<file path="src/rtl/spa_pkg.sv">
package spa_pkg;
  // Default geometry: 16-bit datapath, break positions at bits 4, 8 and 12.
  localparam int unsigned SPA_W      = 16;
  localparam logic [15:0] SPA_PT_MAP = 16'h1110;
  localparam int unsigned SPA_BYTE_W = 8;
  localparam int unsigned SPA_NIB_W  = 4;
endpackage

</file>
<file path="src/rtl/spa_cut_decode.sv">
// Turns the two mode controls into a per-bit break vector.
// Bit p of cut_o is high when the carry into bit p is blocked.
module spa_cut_decode #(
  parameter int unsigned W      = spa_pkg::SPA_W,
  parameter logic [W-1:0] PT_MAP = spa_pkg::SPA_PT_MAP,
  parameter int unsigned BYTE_W = spa_pkg::SPA_BYTE_W
) (
  input  logic         nib_split_i,
  input  logic         byte_split_i,
  output logic [W-1:0] cut_o
);
  for (genvar p = 0; p < W; p++) begin : g_bit
    if (PT_MAP[p] && (p > 0)) begin : g_pt
      localparam bit ON_BYTE = ((p % BYTE_W) == 0);
      // Nibble split enables every break; byte split enables only those on byte edges.
      assign cut_o[p] = nib_split_i | (byte_split_i & ON_BYTE);
    end else begin : g_none
      assign cut_o[p] = 1'b0;
    end
  end
endmodule

</file>
<file path="src/rtl/spa_gap_expand.sv">
// Spreads the operands into a wider word with one spacer bit before each break position.
module spa_gap_expand #(
  parameter int unsigned W      = spa_pkg::SPA_W,
  parameter logic [W-1:0] PT_MAP = spa_pkg::SPA_PT_MAP,
  parameter int unsigned XW     = W + 3
) (
  input  logic [W-1:0]  a_i,
  input  logic [W-1:0]  b_i,
  input  logic [W-1:0]  cut_i,
  output logic [XW-1:0] xa_o,
  output logic [XW-1:0] xb_o
);
  // Index of data bit p in the widened word.
  function automatic int xidx(input int p);
    int n;
    n = 0;
    for (int k = 1; k <= p; k++) if (PT_MAP[k]) n++;
    return p + n;
  endfunction

  for (genvar p = 0; p < W; p++) begin : g_bit
    assign xa_o[xidx(p)] = a_i[p];
    assign xb_o[xidx(p)] = b_i[p];
    if (PT_MAP[p] && (p > 0)) begin : g_gap
      // Passing break: 1+0 forwards the carry. Blocking break: 0+0 absorbs it.
      assign xa_o[xidx(p)-1] = ~cut_i[p];
      assign xb_o[xidx(p)-1] = 1'b0;
    end
  end
endmodule

</file>
<file path="src/rtl/spa_gap_compact.sv">
// Drops the spacer bits from the widened sum.
module spa_gap_compact #(
  parameter int unsigned W      = spa_pkg::SPA_W,
  parameter logic [W-1:0] PT_MAP = spa_pkg::SPA_PT_MAP,
  parameter int unsigned XW     = W + 3
) (
  input  logic [XW-1:0] xs_i,
  output logic [W-1:0]  sum_o
);
  function automatic int xidx(input int p);
    int n;
    n = 0;
    for (int k = 1; k <= p; k++) if (PT_MAP[k]) n++;
    return p + n;
  endfunction

  for (genvar p = 0; p < W; p++) begin : g_bit
    assign sum_o[p] = xs_i[xidx(p)];
  end
endmodule

</file>
<file path="src/rtl/simd_part_adder.sv">
module simd_part_adder #(
  parameter int unsigned W      = spa_pkg::SPA_W,
  parameter logic [W-1:0] PT_MAP = spa_pkg::SPA_PT_MAP,
  parameter int unsigned BYTE_W = spa_pkg::SPA_BYTE_W
) (
  input  logic [W-1:0] a_i,
  input  logic [W-1:0] b_i,
  input  logic         nib_split_i,
  input  logic         byte_split_i,
  output logic [W-1:0] sum_o
);
  // Number of usable break positions (bit 0 cannot hold one).
  localparam int unsigned NPTS = $countones(PT_MAP[W-1:1]);
  localparam int unsigned XW   = W + NPTS;

  logic [W-1:0]  cut;
  logic [XW-1:0] xa;
  logic [XW-1:0] xb;
  logic [XW-1:0] xs;

  spa_cut_decode #(.W(W), .PT_MAP(PT_MAP), .BYTE_W(BYTE_W)) u_dec (
    .nib_split_i (nib_split_i),
    .byte_split_i(byte_split_i),
    .cut_o       (cut)
  );

  spa_gap_expand #(.W(W), .PT_MAP(PT_MAP), .XW(XW)) u_exp (
    .a_i  (a_i),
    .b_i  (b_i),
    .cut_i(cut),
    .xa_o (xa),
    .xb_o (xb)
  );

  // A single wide carry chain; the spacer bits decide where it breaks.
  assign xs = xa + xb;

  spa_gap_compact #(.W(W), .PT_MAP(PT_MAP), .XW(XW)) u_cmp (
    .xs_i (xs),
    .sum_o(sum_o)
  );
endmodule

</file>
<file path="config.mk">
export PLATFORM = sky130hd
export DESIGN_NAME = simd_part_adder
export DESIGN_NICKNAME = d
export VERILOG_FILES = /design/src/rtl/spa_pkg.sv /design/src/rtl/spa_cut_decode.sv /design/src/rtl/spa_gap_expand.sv /design/src/rtl/spa_gap_compact.sv /design/src/rtl/simd_part_adder.sv
export SDC_FILE = /design/constraint.sdc
export NUM_CORES = 1
export LEC_CHECK = 0
export ABC_AREA = 1
export BUFFER_PORTS_ARGS = -buffer_cell sky130_fd_sc_hd__buf_4
export CAP_MARGIN = 20
export CORE_MARGIN = 3
export CORE_UTILIZATION = 45
export DETAILED_ROUTE_END_ITERATION = 7
export GPL_ROUTABILITY_DRIVEN = 0
export GPL_TIMING_DRIVEN = 0
export PLACE_DENSITY = 0.79
export SETUP_SLACK_MARGIN = 0.3
export SLEW_MARGIN = 20
export SYNTH_ARGS = -nofsm -noshare
export SYNTH_HDL_FRONTEND = slang
export SYNTH_SLANG_ARGS = --single-unit
</file>
<file path="constraint.sdc">
create_clock -name vclk -period 6.7
set_input_delay 2.01 -clock vclk [all_inputs]
set_output_delay 2.01 -clock vclk [all_outputs]
set_load 0.1 [all_outputs]
</file>
# Word level (Yosys, flattened, before mapping)
# Index checks and enable logic that the tools add are counted.
dict set report word_totals {
  reg_bits 0
}
dict set report op_classes {
  n_addsub 1
  bitwise_logic 3
}
# cell n
set op_table {}
lappend op_table {{adder 19 bit} 1}
lappend op_table {{NOT 1 bit} 2}
lappend op_table {{bitwise OR 1 bit} 1}

# Depth between registers and ports, before layout
dict set report logic_depth {
  depth_word 3
  depth_mapped 13
}

# By module
# Synthesis repeated with hierarchy kept, for this count alone.
dict set report hier_totals {
  cells_unflattened 270
  hier_area_um2 1582.8
}
# mod instances cells_each area_per_inst_um2
set modules_own_cells {}
lappend modules_own_cells {simd_part_adder 1 196 1057.3}
lappend modules_own_cells {spa_gap_expand 1 39 277.8}
lappend modules_own_cells {spa_cut_decode 1 19 127.6}
lappend modules_own_cells {spa_gap_compact 1 16 120.1}

# Worst setup path after synthesis
# OpenSTA, ideal clock, no wires.
dict set report synth_path {
  path_type {input to output}
  from {input port a_i[0]}
  to {output port sum_o[8]}
  arrival_time_ps 4468
  t_required_ps 4690
  setup_slack_ps 222
  stages 11
  n_path_buf 0
  cell_sequence {ha_1 -> inv_1 -> fa_1 -> inv_1 -> nand2_1 -> nand2_1 -> nand2_1 -> nand2_2 -> nand2_2 -> nand2_2 -> xor2_1}
}
dict set report synth_between {
  elab_chain_cells 1
}
# element line_no
set synth_rtl {}
lappend synth_rtl {{start: declaration} simd_part_adder.sv:6} ;# input logic [W-1:0] a_i,
lappend synth_rtl {{adder 19 bit} simd_part_adder.sv:36} ;# assign xs = xa + xb;
lappend synth_rtl {{end: declaration} simd_part_adder.sv:10} ;# output logic [W-1:0] sum_o
# Every way passes these cells.

# Worst setup path in the final report
# Same ends and word-level chain as after synthesis.

==> summary.txt <==
Run status
  • Status: complete, no violations

Pwr
  • Sequential share of power: 0%
  • Peak supply drop: about 190 µV
  • Clk pwr share: 0%
  • Combinational group share of total power: between 90% and 100%
  • LEAKAGE: approximately 0.91 nW
  • Switch share: approximately three quarters
  • PD cells: roughly 170 nW/µm²
  • Internal power: between 0.00006 and 0.00007 W
  • Net Switching: around 0.00018 W

STA
  • Period minus WS final: approximately 5.7 ns
  • Slew HR: between 80 and 90%
  • Endpoints failing setup: 0
  • Fmax: 175 MHz
  • Worst-margin pin slew: between 0.2 and 0.3 ns
  • Final hold vios: 0
  • Slew Limit Fails: 0
  • RSZ-0062 raised after global routing: no
  • Worst setup margin: 0.982 ns
  • Tcrit/Tclk final: roughly 85%
  • Setup TNS: 0 ns

Synthesis
  • Yosys top cell by area: nand2_1
  • Distinct cells, synth: 21
  • Synth Area per Inst: around 5.2 µm²
  • Synth top area share: ~25%
  • Most frequent cell after synthesis: nand2_1
  • Ys Warns: 0
  • Sequential share of the synthesized area: 0%
  • Largest cells by area after synthesis: nand2_1 (25%), ha_1 (18%), inv_1 (14%)
  • Post-Syn Area: between 1000 and 1500 µm²
  • Top post-synthesis cells by count: nand2_1 (70), inv_1 (38), nor2_1 (20)
  • Post-synthesis cell count: 200
  • Mapped Nets: 250

Global route
  • GRT Total Usage: about a fifth
  • Initial antenna violation count: 0
  • Vias in the first global route: about 1200
  • First-pass GRT wire length: roughly 4800 µm
  • Gr ovfl total: 0
  • Largest net degree at the start of global routing: 7

Critical path
  • Critical Path AT: 3.71 ns
  • Worst path max stage delay: about 0.43 ns
  • Crit end category: output port
  • Crit Path Category: primary input to output port
  • Critical Path RT: approximately 4.7 ns
  • Worst path slowest cell: fa_1
  • Startpoint types: primary input
  • Crit path max fanout: 3
  • Crit-path cells: buf_4 -> ha_1 -> inv_1 -> fa_1 -> inv_1 -> nand2_1 -> nand2_1 -> nand2_1 -> nand2_2 -> nand2_2 -> nand2_2 -> xor2_2 -> buf_4

Routing
  • Vias per std cell: 4.84
  • Number of remaining DRC errors: 0
  • DR pass1 iterations: 4
  • DRT Wirelength: ~2900 µm
  • Routed via count: 1340
  • Initial DRC count: 35
  • Drt wl/cell: a little over 10 µm
  • Routed Antenna Nets: 0

Clock network
  • Post-CTS Setup Bufs: 0
  • Hold Buf Count CTS: 0
  • Resize count post-CTS: 0

Final layout
  • P&R area growth vs syn: 40.3%
  • Area of the multi-input gates: around 900 µm²
  • # clk buffers: 0
  • Post-Layout Cell Count: between 200 and 300
  • Fin util: between 70% and 80%
  • Layout fillers: between 150 and 200
  • # diodes: 0
  • Flip-flop and latch count: 0
  • Fin nets: roughly 300
  • Share of cells above drive strength 1: between 20% and 30%
  • Register area: 0 µm²

Placement
  • Number of port buffers: 50
  • Post-DP HPWL: about 2600 µm
  • Dpl cells: roughly 280
  • Place WS: a little under 1 ns

Floorplan
  • Row count: 16
  • Io pins: 50
  • Die footprint: around 2900 µm²
  • Die height: between 50 and 60 µm
  • Core Box Area: between 2000 and 2500 µm²
  • Die W: 53.9 µm
  • Starting density of the core: roughly half

Job
  • Max_cap viols: 0

Worst hold path
  • Worst hold path class: primary input to output port
-- cell families after synthesis --
family                     count (synthesis)  synth area share (%)
AOI/OAI and AO/OA                         18                  9.81
and+or+nand+nor                          119                  49.2
adders and majority gates                 16                  20.1
xor gates and xnor gates                   8                  6.78
buffers and inverters                     39                  14.2
-- critical path, delay by kind of cell --
family,cells,cell delay (ns)
xor gates and xnor gates,1,0.14
adders and majority gates,2,0.61
buffers and inverters,4,0.56
and+or+nand+nor,6,0.39
-- metal layers --
metal / GRT usage, % / vias up / wire [µm]
li1: - / 725 / -
met1: 26.1 / 573 / 1260
met2: 41.9 / 42 / 1440
met3: 0 / 0 / 177
met4: 0 / 0 / 0
met5: 0 / - / 0
-- power groups by stage --
stage / registers, W / clock network, W / logic (W)
after floorplan: 0 / 0 / 0.000189
after global placement: 0 / 0 / 0.000242
after detailed placement: 0 / 0 / 0.000246
after CTS: 0 / 0 / 0.000246
after global routing: 0 / 0 / 0.000261
final: 0 / 0 / 0.000245
-- cell type report --
type | count | area share, %
multi-input cells | 161 | 61.7
repair buffers | 50 | 25.9
inverters | 39 | 10.1
well taps | 27 | 2.33
-- final timing paths --
kind	start	slack, ns	endpoint	depth (start not counted)
worst min-delay path	b_i[0]	4.48	sum_o[0]	3
worst max-delay path	a_i[0]	0.98	sum_o[8]	13
-- cells in the final DEF, fill, tap and decap left out, types with 4 or more instances in the layout --
master	Yosys	final
nand3_1	15	15
nand4_1	4	4
nor2_1	20	20
inv_1	38	38
nand2_2	5	5
nand2_1	70	70
buf_4	0	50
xor2_1	6	5
a21oi_1	9	9
ha_1	15	15
-- through the flow --
| step | total power, W | hold WS [ns] | area [µm²] |
|---|---|---|---|
| 4_1_cts | 0.000246 | 4.49 | 1450 |
| 3_3_place_gp | 0.000242 | 4.48 | 1450 |
| 2_1_floorplan | 0.000189 | 4.56 | 1040 |
| 5_1_grt | 0.000261 | 4.49 | 1450 |
| 6_report | 0.000245 | 4.48 | 1450 |
| 3_5_place_dp | 0.000246 | 4.49 | 1450 |
Note: power is estimated with default switching activity, not from simulation.
